--- src/rtl/cimm_pkg.sv ---
package cimm_pkg;
  localparam int OP_W = 4;

  typedef enum logic [OP_W-1:0] {
    OP_NONE  = 4'd0,
    OP_ADDI  = 4'd1,
    OP_ADDIS = 4'd2,
    OP_SRADI = 4'd3,
    OP_SRAWI = 4'd4,
    OP_CMPDI = 4'd5,
    OP_CMPWI = 4'd6,
    OP_LD    = 4'd7,
    OP_LW    = 4'd8,
    OP_STD   = 4'd9,
    OP_STW   = 4'd10,
    OP_LFS   = 4'd11,
    OP_LFD   = 4'd12,
    OP_STFS  = 4'd13,
    OP_STFD  = 4'd14
  } cimm_op_e;

  // Parts of the immediate, as chosen by the classifier
  typedef struct packed {
    logic [3:0] hi;     // high bits, right-aligned, zero above hlen
    logic [2:0] hlen;   // number of high bits in use (0..4)
    logic [1:0] scale;  // left shift applied after extension
    logic       sp;     // add the stack bias
    logic       zext;   // zero-extend instead of sign-extend
  } imm_ctl_t;
endpackage

--- src/rtl/cimm_classify.sv ---
module cimm_classify
  import cimm_pkg::*;
#(
  parameter int REG_W  = 5,
  parameter int SP_REG = 1
) (
  input  logic [15:0]      parcel,
  input  logic             mode16,
  output logic             active,
  output logic             reserved,
  output cimm_op_e         op,
  output logic [REG_W-1:0] rt,
  output logic [REG_W-1:0] ra,
  output imm_ctl_t         ctl
);
  logic       n_bit, m_bit;
  logic [3:0] sel4;
  logic [3:0] majmin;
  logic [2:0] fld;

  assign n_bit  = parcel[15];
  assign sel4   = parcel[14:11];
  assign majmin = parcel[10:7];
  assign fld    = parcel[6:4];
  assign m_bit  = parcel[0];
  assign active = mode16 & n_bit & m_bit & (majmin != 4'b0011);

  always_comb begin
    reserved = 1'b0;
    op       = OP_NONE;
    rt       = '0;
    ra       = '0;
    ctl      = '0;
    if (active) begin
      case (majmin)
        4'b0000, 4'b0001: reserved = 1'b1;
        4'b0010: begin
          if (!sel4[3]) begin
            op = OP_SRADI; ctl.hi = {1'b0, sel4[2:0]}; ctl.hlen = 3'd3;
            ctl.zext = 1'b1; rt = REG_W'(fld); ra = REG_W'(fld);
          end else if (!sel4[2]) begin
            op = OP_SRAWI; ctl.hi = {2'b0, sel4[1:0]}; ctl.hlen = 3'd2;
            ctl.zext = 1'b1; rt = REG_W'(fld); ra = REG_W'(fld);
          end else if (fld == 3'd0) begin
            reserved = 1'b1;
          end else begin
            op = OP_ADDIS; ctl.hi = {2'b0, sel4[1:0]}; ctl.hlen = 3'd2;
            ctl.scale = 2'd3; rt = REG_W'(fld); ra = REG_W'(fld);
          end
        end
        4'b0100: begin
          if (fld == 3'd0) begin
            reserved = 1'b1;
          end else begin
            op = OP_ADDI; ctl.hi = sel4; ctl.hlen = 3'd4;
            rt = REG_W'(fld); ra = REG_W'(fld);
          end
        end
        4'b0101: begin
          op = sel4[3] ? OP_CMPWI : OP_CMPDI;
          ctl.hi = {1'b0, sel4[2:0]}; ctl.hlen = 3'd3;
          ra = REG_W'(fld);
        end
        4'b0110, 4'b0111: begin
          if (majmin[0]) op = sel4[3] ? OP_STD : OP_STW;
          else           op = sel4[3] ? OP_LW  : OP_LD;
          ctl.scale = ((majmin[0] ^ sel4[3]) == 1'b0) ? 2'd3 : 2'd2;
          ctl.hi = {1'b0, sel4[2:0]}; ctl.hlen = 3'd3; ctl.sp = 1'b1;
          ra = REG_W'(SP_REG); rt = REG_W'(fld);
        end
        default: begin
          // 100.0 .. 111.1 register-relative accesses
          ctl.hi = {3'b0, sel4[3]}; ctl.hlen = 3'd1;
          case (majmin[2:0])
            3'b000: begin op = OP_STW;  ctl.scale = 2'd2; end
            3'b001: begin op = OP_STD;  ctl.scale = 2'd3; end
            3'b010: begin op = OP_LD;   ctl.scale = 2'd3; end
            3'b011: begin op = OP_LW;   ctl.scale = 2'd2; end
            3'b100: begin op = OP_STFS; ctl.scale = 2'd2; end
            3'b101: begin op = OP_STFD; ctl.scale = 2'd3; end
            3'b110: begin op = OP_LFS;  ctl.scale = 2'd2; end
            default: begin op = OP_LFD; ctl.scale = 2'd3; end
          endcase
          if (majmin[1]) begin
            rt = REG_W'(sel4[2:0]); ra = REG_W'(fld);
          end else begin
            ra = REG_W'(sel4[2:0]); rt = REG_W'(fld);
          end
        end
      endcase
    end
  end
endmodule

--- src/rtl/cimm_imm_build.sv ---
module cimm_imm_build
  import cimm_pkg::*;
#(
  parameter int XLEN    = 64,
  parameter int SP_BIAS = -256
) (
  input  imm_ctl_t        ctl,
  input  logic [2:0]      lo,
  output logic [XLEN-1:0] imm
);
  localparam int RAW_W = 7;
  localparam logic [XLEN-1:0] BIAS_V = XLEN'(SP_BIAS);
  localparam logic [XLEN-1:0] ONES   = {XLEN{1'b1}};

  logic [RAW_W-1:0] raw;
  logic [2:0]       top_idx;
  logic [2:0]       width;
  logic [XLEN-1:0]  raw_z, ext, scaled;

  assign raw     = {ctl.hi, lo};
  assign width   = ctl.hlen + 3'd3;
  assign top_idx = ctl.hlen + 3'd2;
  assign raw_z   = XLEN'(raw);

  always_comb begin
    if (!ctl.zext && raw[top_idx]) ext = raw_z | (ONES << width);
    else                           ext = raw_z;
    scaled = ext << ctl.scale;
    imm    = ctl.sp ? scaled + BIAS_V : scaled;
  end
endmodule

--- src/rtl/cimm_decoder.sv ---
module cimm_decoder
  import cimm_pkg::*;
#(
  parameter int XLEN    = 64,
  parameter int REG_W   = 5,
  parameter int SP_REG  = 1,
  parameter int SP_BIAS = -256
) (
  input  logic             clk,
  input  logic             rst,
  input  logic [15:0]      parcel,
  input  logic             mode16,
  output logic             valid_imm,
  output logic             illegal,
  output logic [OP_W-1:0]  op,
  output logic [REG_W-1:0] rt,
  output logic [REG_W-1:0] ra,
  output logic [XLEN-1:0]  imm64
);
  logic             c_active, c_reserved;
  cimm_op_e         c_op;
  logic [REG_W-1:0] c_rt, c_ra;
  imm_ctl_t         c_ctl;
  logic [XLEN-1:0]  c_imm;
  logic             c_good;

  cimm_classify #(.REG_W(REG_W), .SP_REG(SP_REG)) u_classify (
    .parcel  (parcel),
    .mode16  (mode16),
    .active  (c_active),
    .reserved(c_reserved),
    .op      (c_op),
    .rt      (c_rt),
    .ra      (c_ra),
    .ctl     (c_ctl)
  );

  cimm_imm_build #(.XLEN(XLEN), .SP_BIAS(SP_BIAS)) u_imm (
    .ctl(c_ctl),
    .lo (parcel[3:1]),
    .imm(c_imm)
  );

  assign c_good = c_active & ~c_reserved;

  always_ff @(posedge clk) begin
    if (rst) begin
      valid_imm <= 1'b0;
      illegal   <= 1'b0;
      op        <= OP_NONE;
      rt        <= '0;
      ra        <= '0;
      imm64     <= '0;
    end else begin
      valid_imm <= c_active;
      illegal   <= c_reserved;
      op        <= c_op;
      rt        <= c_rt;
      ra        <= c_ra;
      imm64     <= c_good ? c_imm : '0;
    end
  end
endmodule

--- config.mk ---
export PLATFORM = sky130hd
export DESIGN_NAME = cimm_decoder
export DESIGN_NICKNAME = d
export VERILOG_FILES = /design/src/rtl/cimm_pkg.sv /design/src/rtl/cimm_classify.sv /design/src/rtl/cimm_imm_build.sv /design/src/rtl/cimm_decoder.sv
export SDC_FILE = /design/constraint.sdc
export NUM_CORES = 1
export LEC_CHECK = 0
export ABC_AREA = 1
export BUFFER_PORTS_ARGS = -buffer_cell sky130_fd_sc_hd__buf_2
export CAP_MARGIN = 20
export CORE_UTILIZATION = 56
export DETAILED_ROUTE_END_ITERATION = 8
export HOLD_SLACK_MARGIN = 0.05
export PLACE_DENSITY_LB_ADDON = 0.08
export SYNTH_ARGS = -nofsm -noshare
export SYNTH_HDL_FRONTEND = slang
export SYNTH_HIERARCHICAL = 1
export SYNTH_SLANG_ARGS = --single-unit
--- constraint.sdc ---
create_clock -name clk -period 5.1 [get_ports clk]
set_clock_uncertainty 0.15 [all_clocks]
set_input_delay 0.255 -clock clk [delete_from_list [all_inputs] [get_ports clk]]
set_output_delay 0.255 -clock clk [all_outputs]
set_load 0.01 [all_outputs]
== Word-level counts from Yosys, hierarchy flattened ==
Cells that the tools add are included.

* $add $sub $neg: 3
* Equality and inequality tests: 13
* Shift-type cells: 2
* Bitwise operators: 9
* Reduce and logical (&&, ||, !) cells: 13
* Multiplexer cells: 41
* $lt $le $gt $ge: 1

{| class="wikitable"
|+ Operator list
! kind !! number
|-
| 2-to-1 mux 64 bit || 2
|-
| adder 64 bit (second input constant) || 1
|-
| bitwise OR 7 x 64 -> 64 bit || 1
|-
| left shift 64 x 2 -> 64 bit || 1
|-
| left shift 64 x 3 -> 64 bit (first input constant) || 1
|-
| 2-to-1 mux 7 bit || 4
|-
| case mux 4 bit (7 select lines) || 1
|-
| case mux 7 bit (4 select lines) || 1
|-
| case mux 5 bit (5 select lines) || 1
|-
| case mux 4 bit (5 select lines) || 1
|-
| case mux 5 bit (4 select lines) || 1
|-
| == test 4 x 3 -> 1 bit (second input constant) || 4
|-
| 2-to-1 mux 4 bit || 4
|-
| 2-to-1 mux 1 bit || 12
|-
| 2-to-1 mux 11 bit || 1
|-
| 2-to-1 mux 2 bit || 5
|-
| 2-to-1 mux 5 bit || 2
|-
| == test 3 bit (second input constant) || 3
|-
| 2-to-1 mux 3 bit || 3
|-
| OR reduction 2 bit || 4
|-
| OR reduction 4 bit || 2
|-
| adder 3 x 2 -> 3 bit (second input constant) || 2
|-
| == test 3 x 2 -> 1 bit (second input constant) || 2
|-
| logical NOT 3 bit || 2
|-
| other kinds (15) || 21
|}

* Output and inout port bits: 80
* Bits in registers: 80
* Logic and storage cells: 88

== Depth between registers and ports, before layout ==
Gate-level depths: netlist (run 1).

* Depth after elaboration: 14
* Mapped depth: 27

== Hierarchy ==
The synthesis (run 1) kept the hierarchy.

{| class="wikitable"
|+ Modules (own cells, without submodules)
! module !! area each (µm²) !! seq. area each (µm²) !! times used !! cells an instance
|-
| cimm_decoder || 2457.4 || 1601.5 || 1 || 250
|-
| cimm_imm_build || 950.9 || 0.0 || 1 || 161
|-
| cimm_classify || 813.3 || 0.0 || 1 || 148
|}

== Least setup slack after synthesis (run 1) ==
OpenSTA, ideal clock, no wires.

* Path kind: input to register
* Start point: in parcel[9]
* End point: reg imm64[14]
* Data arrival time: 4.194 ns
* Cell stages on the path: 22
* Data required time: 4.888 ns
* Setup slack: 0.694 ns
* Path buffers: 3
* Path through: buf_4 -> o21ai_4 -> inv_2 -> buf_6 -> a21oi_1 -> inv_1 -> ha_1 -> nand2_1 -> nand2_2 -> or2_0 -> nand4_1 -> nand3_2 -> nand3_2 -> nand2_2 -> inv_1 -> ha_1 -> inv_1 -> ha_1 -> o21ai_0 -> buf_4 -> inv_1 -> nor2_2

{| class="wikitable"
|+ RTL lines
! item !! line !! source
|-
| start: declaration || cimm_decoder.sv:11 || <nowiki>input logic [15:0] parcel,</nowiki>
|-
| end signal: assignment || cimm_decoder.sv:60 || <nowiki>imm64 <= c_good ? c_imm : '0;</nowiki>
|-
| end: declaration || cimm_decoder.sv:18 || <nowiki>output logic [XLEN-1:0] imm64</nowiki>
|}

==> results of run 1 <==
==> worst max path at each step <==
stage / endpoint / cells after the start
after floorplan: imm64[14] / 22
after global placement: imm64[58] / 22
after detailed placement: imm64[54] / 22
after CTS: imm64[44] / 22
after global routing: imm64[54] / 23
final: imm64[44] / 23
==> kinds of logic (layout without fill, tap and decap cells) <==
kind of cell,count (synthesis),in the layout,share of synthesized area
AOI/OAI and AO/OA,43,43,0.0602
xor gates and xnor gates,2,2,0.00415
adders and majority gates,8,8,0.0237
buffers and inverters,188,235,0.238
DFF,80,80,0.379
other,1,4,0.000888
and+or+nand+nor,237,237,0.294
==> Yosys cell counts, types with 3 or more instances <==
library cell  instances  area [µm²]
a31oi_1               3        18.8
buf_6                11         124
nand2_2               9        56.3
inv_2                13        48.8
ha_1                  8         100
nor2_2               63         394
o21ai_1              14        70.1
nand2_1              64         240
buf_2                 3        15.0
nor2_1               44         165
buf_4                56         420
inv_1               104         390
dfxtp_1              80        1600
o21ai_0              10        50.1
nand3_1              34         170
a21oi_1              10        50.1
nor3_1                4        20.0
nand4_1               4        25.0
nor2_4                3        33.8
==> registers in the layout (all words and copies together), names as in the netlist <==
signal,count
valid_imm,1
op,4
ra,5
illegal,1
imm64,64
rt,5
==> per-stage QoR <==
| stage | hold slack (ns) | power [µW] |
|---|---|---|
| 6_report | 0.117 | 1260 |
| 5_1_grt | 0.115 | 1330 |
| 4_1_cts | 0.102 | 1280 |
| 3_5_place_dp | 0.474 | 843 |
| 3_3_place_gp | 0.465 | 840 |
| 2_1_floorplan | 0.287 | 860 |
==> report_power, final <==
part | total (µW) | switching [µW] | internal [µW]
Sequential | 640 | 3.03 | 637
Combinational | 187 | 127 | 59.9
Clock | 431 | 235 | 196
==> final cells by class <==
class	instances	area (µm²)	area share
clock buffer	10	138	0.0305
clock inverter	6	51.3	0.0114
inverter	118	445	0.0986
multi-input combinational	294	1630	0.361
sequential	80	1600	0.355
tap	99	124	0.0274
timing repair buffer	101	526	0.116
==> per-layer routing <==
metal | GRT usage | wire (µm) | share of wire
met1 | 0.244 | 3390 | 0.46
met2 | 0.320 | 3510 | 0.48
met3 | 0.0504 | 386 | 0.052
met4 | 0.0704 | 82 | 0.011
met5 | 0 | 0 | 0
==> placed cells by master (no fill, tap or decap), types with 13 or more instances in the layout <==
| cell | instances |
|---|---|
| inv_1 | 104 |
| buf_2 | 98 |
| nand2_1 | 64 |
| o21ai_1 | 15 |
| nor2_1 | 44 |
| dfxtp_1 | 80 |
| inv_2 | 13 |
| nand3_1 | 34 |
| nor2_2 | 63 |
==> run summary, run 1 <==
Vias per cell = 4.47
Data required, critical path = 5.21 ns
Post-Syn Area per Cell = 7.55 µm²
CP max FO = 26
Num CTS Buffers = 9
RePlAce Congestion = 0.942
Vias = 3162
F_max = 0.263 GHz
WP buf/inv = 7
Least-Margin Pin Slew = 0.907 ns
Setup tns final = 0 ns
Detailed Routing Iterations Pass 1 = 4
Initial antenna violation count = 0
Cell Area, Synth = 4220 µm²
Sequence of cells on the critical path = buf_2 > nand2_4 > nor2_2 > a21oi_4 > inv_2 > a21oi_1 > inv_1 > ha_1 > nand2_1 > nand2_2 > inv_1 > nand2_1 > nand4_1 > nand3_1 > nand3_1 > nand2_1 > inv_1 > ha_1 > inv_1 > ha_1 > o21ai_2 > inv_1 > nor2_2
Crit-path most repeated cell = inv_1
Ys flop type = dfxtp_1
Root buffer cell = clkbuf_8
Hold Crit Endpoint = rt[1]
Port Buffer Count = 98
Slowest CP cell = o21ai_2
Hold_sp = rst
Cell Count, Final, Fillers Out = 708
Setup violators final = 0
DRC = 0
Post-Synthesis Cells = 559
Placed Instance Area = 4310 µm²
H-tree Lvls = 3
Pre-CTS setup slack = 0.918 ns
WHS Path Cells = 2
Synth Warn # = 6
Final Hold Fails = 0
Post-route ant nets = 0
Crit path from = parcel[8]
Die Wd = 88.8 µm
Vias in the first global route = 2711
Core Rows = 31
Layout cells sized above 1 = 0.361
Rel. slew slack = 0.395
Delay-heaviest family, CP = compound AO/OA/AOI/OAI gates
Diodes inserted = 0
Inst Count DP = 691
Initial Utilization = 0.582
CTS tree = yes
Util after Layout = 0.623
Pins Over Slew Limit = 0
Hold buffers post-CTS = 0
Critical path class = primary input to flip-flop
Die span in y = 88.8 µm
Max Cap Viol = 0
Fin crit share = 0.746
Pwr Density = 279 nW/µm²
CTS clock-pin slew for the worst setup and hold paths = 0.08 ns
IO Count = 99
Area Overhead vs Synth = 6.97%
Leakage power = 0.00243 µW
CP Capture Type = flip-flop
Crit path launch type = primary input
Clock Sinks = 80
DRT Wirelength = 7370 µm
Post-CTS Setup Bufs = 0
Fill cells = 701
Status = finished, final reports clean
Total GRT Usage = 0.194
Total grt overflow = 0
Global-route wire length before repair = 11900 µm
Critical Path Max Stage Delay = 0.70 ns
Post-synth ARST share = 0
Core Region = 7250 µm²
DP Wirelength = 5570 µm
Die ar. = 7890 µm²
Worst Path Arrival = 3.92 ns
RSZ-0062 raised after global routing = no
Finished Cell Area = 4520 µm²
EDFF count, synth = 0
DR WL/cell = 10.4 µm
Clk buf depth = 2
NumNets Final = 631
Worst vdd ir = 0.000122 V
Initial detailed-routing violation count = 108
Final WS setup = 1.30 ns
Post-synthesis sequential element count = 80
Synth unique cells = 35
Largest net degree at the start of global routing = 65
Sequential fraction of the synthesis area = 0.379
Post-CTS resize count = 0
Tmin final = 3.80 ns
Worst hold path type = primary input to flip-flop
No activity file was read; power rests on OpenSTA's default activity.
==> run 2, diff against run 1 <==
Clock period 5.1 ns to 3.63 ns, I/O delays scaled along.
==> run 2 against run 1 <==
  * Core utilization up 1.6 points
  * Global-route usage rose by 1.1 points
  * Setup slack got worse by 0.86 ns
  * Hold slack worse by 0.0034 ns
  * Wire length increased by 3.0%
  * Die area did not move
  * Final area grew 2.6%
  * Critical path depth is the same
  * Highest routed layer unchanged
==> run summary, run 2 (synthesis results as in run 1) <==
Post-CTS Setup Bufs = 0 (unchanged)
Setup violators final = 0 (unchanged)
Comb power frac = 0.149 (about the same)
Diodes inserted = 0 (unchanged)
Rel. slew slack = 0.562 (+0.167)
Total power draw = 1870 µW (+49%)
Most common cell after layout, fill and taps aside = inv_1
Max FFs per register = 64 (unchanged)
Global-route wire length before repair = 12600 µm (+5.8%)
Int Power = 1380 µW (+55%)
F_max = 0.313 GHz
Post-route ant nets = 0 (unchanged)
Die ar. = 7890 µm² (unchanged)
Pins Over Slew Limit = 0 (unchanged)
DR WL/cell = 10.6 µm (+1.9%)
Post-CTS resize count = 0 (unchanged)
Critical path class = primary input to flip-flop
Final Hold Fails = 0 (unchanged)
Root buffer cell = clkbuf_8
Register area = 1600 µm² (unchanged)
Area Overhead vs Synth = 9.78%
Met1 Use GR = 0.247 (+0.00291)
Die span in y = 88.8 µm (unchanged)
Port Buffer Count = 98 (unchanged)
Total grt overflow = 0 (unchanged)
Switching fraction of total power = 0.263 (-0.0276)
Fin crit share = 0.879
H-tree Lvls = 3 (unchanged)
DRC = 0 (unchanged)
Inst Count DP = 698 (+1.0%)
Status = finished, final reports clean
Core Region = 7250 µm² (unchanged)
Max Cap Viol = 0 (unchanged)
DRT Wirelength = 7600 µm (+3.0%)
DP Wirelength = 5750 µm (+3.2%)
CTS tree = yes
Setup tns final = 0 ns (unchanged)
Core Rows = 31 (unchanged)
Die Wd = 88.8 µm (unchanged)
Initial antenna violation count = 0 (unchanged)
Cell Count, Final, Fillers Out = 716 (+1.1%)
Gr busiest metal = met2
Crit path launch type = primary input
Initial Utilization = 0.582 (unchanged)
Worst vdd ir = 0.000182 V (+49%)
Largest net degree at the start of global routing = 39 (-40%)
Placed Instance Area = 4400 µm² (+2.1%)
RSZ-0062 raised after global routing = no
Least-Margin Pin Slew = 0.657 ns (-0.250 ns)
Most frequent cells in the layout = 104 x inv_1, 98 x buf_2, 80 x dfxtp_1
Met2 Use GR = 0.354 (+0.0336)
Data required, critical path = 3.74 ns (-1.47 ns)
IO Count = 99 (unchanged)
Layout cells sized above 1 = 0.365 (+0.00342)
Clk buf depth = 2 (unchanged)
Detailed Routing Iterations Pass 1 = 4 (unchanged)
Worst Path Arrival = 3.30 ns (-0.62 ns)
Switching power = 492 µW (+35%)
Vias = 3282 (+3.8%)
NumNets Final = 639 (+1.3%)
Leakage power = 0.00249 µW (+2.8%)
Vias per cell = 4.58 (+2.6%)
Clock power share = 0.371 (+0.028)
Largest registers = imm64 x64, ra x5, rt x5
CP Capture Type = flip-flop
Initial detailed-routing violation count = 105 (-2.8%)
Total GRT Usage = 0.205 (+0.0108)
CTS clock-pin slew for the worst setup and hold paths = 0.08 ns (about the same)
Vias in the first global route = 2905 (+7.2%)
Worst hold path type = primary input to flip-flop
Pwr Density = 404 nW/µm² (+45%)
Clock Sinks = 80 (unchanged)
Hold buffers post-CTS = 2 (+2)
Sequential share of power = 0.480 (-0.029)
Biggest register = imm64
Tmin final = 3.19 ns
Num CTS Buffers = 9 (unchanged)
Fill cells = 672 (-4.1%)
RePlAce Congestion = 0.980 (+4.0%)
Multi-input gate area = 1630 µm² (unchanged)
Met3 GRT Util = 0.0522 (+0.00187)
Finished Cell Area = 4630 µm² (+2.6%)
CP max FO = 26 (unchanged)
[run 2: cell types whose count changed in the layout (fill, tap and decap cells not counted), moves of 2 or more]
cell,change
buf_4,+4
clkinvlp_4,-2
buf_12,+2
bufinv_16,+2
dlygate4sd3_1,+2
[run 2: layout make-up]
| cell class | instances | area share |
|---|---|---|
| Tap cell | 99 | 0.0267 |
| Timing Repair Buffer | 109 | 0.133 |
| Inverter | 118 | 0.0961 |
| Clock inverter | 6 | 0.0194 |
| Sequential cell | 80 | 0.346 |
| Clock buffer | 10 | 0.0275 |
| Multi-Input combinational cell | 294 | 0.352 |
[run 2: final timing paths]
| kind | startpoint | end | slack (ns) | cells after the start |
|---|---|---|---|---|
| max | parcel[4] | imm64[12] | 0.44 | 23 |
| min | parcel[10] | ra[0] | 0.11 | 6 |
[run 2: routing by layer]
| layer | vias to the layer above | wire (µm) |
|---|---|---|
| met1 | 1446 | 3320 |
| met4 | 0 | 106 |
| li1 | 1714 | - |
| met3 | 10 | 520 |
| met5 | - | 0 |
| met2 | 112 | 3650 |
[run 2: power groups by stage]
stage / Clock, µW / Sequential (µW) / Combinational [µW]
2_1_floorplan: 0 / 931 / 274
3_3_place_gp: 0 / 920 / 273
3_5_place_dp: 0 / 920 / 278
4_1_cts: 717 / 899 / 280
5_1_grt: 761 / 901 / 317
6_report: 696 / 899 / 279
[run 2: metrics by stage]
step	setup WS [ns]	utilization	hold slack, ns
finish	0.439	0.639	0.114
global placement	0.346	0.606	0.392
detailed placement	0.257	0.606	0.403
CTS	0.473	0.639	0.0950
floorplan	0.141	-	0.214
global route	0.136	0.639	0.148
[run 2: worst max-delay path: stages]
cell and delay [ns]:
dlygate4sd3_1 0.51, buf_2 0.13, inv_1 0.10, nand2_1 0.17, nand2_2 0.12, nor2_1 0.32
inv_2 0.11, nand2_1 0.07, nand3_1 0.06, nand2_1 0.09, nand2_2 0.09, nand3_4 0.13
nand2_1 0.09, nand3_1 0.11, nand2_1 0.08, inv_1 0.07, ha_1 0.15, inv_1 0.05
ha_1 0.18, o21ai_2 0.15, buf_12 0.18, inv_1 0.06, nor2_2 0.10
==> run 3, diff against run 2 <==
Settings changed: CTS_BUF_LIST from default to sky130_fd_sc_hd__clkbuf_4.
==> run 3 against run 2 <==
  * Critical path depth rose by 4
  * Sequential share of layout area rose by 0.12 points
  * Sequential power hardly changed
  * Via count rose by 0.73%
  * First-iteration DRC count decreased by 11%
==> run summary, run 3 (synthesis results as in run 1) <==
Largest net degree at the start of global routing = 39 (unchanged)
Fill cells = 680 (+1.2%)
Diodes inserted = 0 (unchanged)
Placed Instance Area = 4400 µm² (unchanged)
Area Overhead vs Synth = 9.40%
Root buffer cell = clkbuf_4
Least-Margin Pin Slew = 0.658 ns (+0.00132 ns)
Fin crit share = 0.924 (+0.0450)
Critical path class = primary input to flip-flop
Most common cell after layout, fill and taps aside = inv_1
CTS clock-pin slew for the worst setup and hold paths = 0.13 ns (+0.05 ns)
Layout cells sized above 1 = 0.366 (+0.00146)
Num CTS Buffers = 9 (unchanged)
Pins Over Slew Limit = 0 (unchanged)
Initial Utilization = 0.582 (unchanged)
Pwr Density = 381 nW/µm² (-5.6%)
Leakage power = 0.00248 µW (-0.40%)
Worst Path Arrival = 3.52 ns (+0.22 ns)
Max FFs per register = 64 (unchanged)
Crit path launch type = primary input
Die ar. = 7890 µm² (unchanged)
Setup tns final = 0 ns (unchanged)
Core Rows = 31 (unchanged)
DRT Wirelength = 7630 µm (+0.49%)
Slowest CP cell = dlygate4sd3_1
WP buf/inv = 10 (+2)
Worst hold path type = primary input to flip-flop
Critical Path Max Stage Delay = 0.53 ns (+0.02 ns)
Delay-heaviest family, CP = buffers and inverters
Vias = 3306 (+0.73%)
NumNets Final = 642 (+0.47%)
Initial antenna violation count = 0 (unchanged)
Core Region = 7250 µm² (unchanged)
Clk buf depth = 2 (unchanged)
Rel. slew slack = 0.561 (-0.000879)
Die Wd = 88.8 µm (unchanged)
Vias in the first global route = 2937 (+1.1%)
Worst hold slack = 0.0936 ns (-0.0200 ns)
CP Capture Type = flip-flop
Biggest register = imm64
Vias per cell = 4.60 (+0.31%)
Data required, critical path = 3.80 ns (+0.06 ns)
Port Buffer Count = 98 (unchanged)
Initial detailed-routing violation count = 93 (-11%)
Status = finished, final reports clean
IO Count = 99 (unchanged)
Die span in y = 88.8 µm (unchanged)
Largest registers = imm64 x64, ra x5, rt x5
Final Hold Fails = 0 (unchanged)
H-tree Lvls = 3 (unchanged)
DP Wirelength = 5750 µm (unchanged)
RSZ-0062 raised after global routing = no
DRC = 0 (unchanged)
Finished Cell Area = 4620 µm² (-0.35%)
RePlAce Congestion = 0.980 (unchanged)
Global-route wire length before repair = 12600 µm (+0.38%)
Most frequent cells in the layout = 104 x inv_1, 98 x buf_2, 80 x dfxtp_1
Max Cap Viol = 0 (unchanged)
Total grt overflow = 0 (unchanged)
Detailed Routing Iterations Pass 1 = 5 (+1)
Worst vdd ir = 0.000186 V (+2.1%)
DR WL/cell = 10.6 µm (about the same)
Post-route ant nets = 0 (unchanged)
Tmin final = 3.35 ns (+0.163 ns)
F_max = 0.298 GHz (-4.9%)
Total GRT Usage = 0.206 (+0.000982)
CTS tree = yes
Clock Sinks = 80 (unchanged)
Setup violators final = 0 (unchanged)
CP max FO = 26 (unchanged)
run 3: power by group:
group / leakage, µW / switching (µW) / internal, µW
clock network: 0.0000874 / 289 / 291
logic: 0.00175 / 185 / 97.2
registers: 0.000648 / 3.99 / 896
total: 0.00248 / 477 / 1280
run 3: layout make-up:
cell class	instances	area (µm²)	area share
multi-input combinational	294	1630	0.354
clock inverter	6	90.1	0.0195
timing repair buffer	112	646	0.140
sequential	80	1600	0.347
inverter	118	448	0.0970
clock buffer	10	75.1	0.0163
tap	99	124	0.0268
run 3: path summary, 6_finish.rpt:
check	startpoint	to	cells after the start
worst max-delay path	parcel[10]	imm64[12]	27
worst min-delay path	parcel[6]	rt[2]	7
run 3: what timing repair did:
item	in CTS	in global routing
endpoints found under the hold margin	12	0
gates resized for setup	0	2
endpoints found under the setup margin	0	28
setup buffers	0	0
hold buffers	5	0
run 3: tightest hold or removal path: cells and delay by family:
kind	cells	cell delay (ns)
buffers and inverters	2	0.16
AND/OR/NAND/NOR	5	0.27
run 3: metal layers:
| metal | global-route usage | part of all wire | up-vias |
|---|---|---|---|
| met4 | 0.0689 | 0.019 | 0 |
| met5 | 0 | 0 | - |
| met3 | 0.0522 | 0.059 | 11 |
| li1 | - | - | 1722 |
| met2 | 0.359 | 0.48 | 104 |
| met1 | 0.245 | 0.44 | 1469 |
run 3: metrics by stage:
step	utilization	power, µW	std cells	setup WS [ns]
after floorplan	-	1200	562	0.141
after global placement	0.606	1190	698	0.346
after detailed placement	0.606	1200	698	0.257
after CTS	0.636	1790	719	0.177
after global routing	0.637	1870	719	0.0253
final	0.637	1760	719	0.276
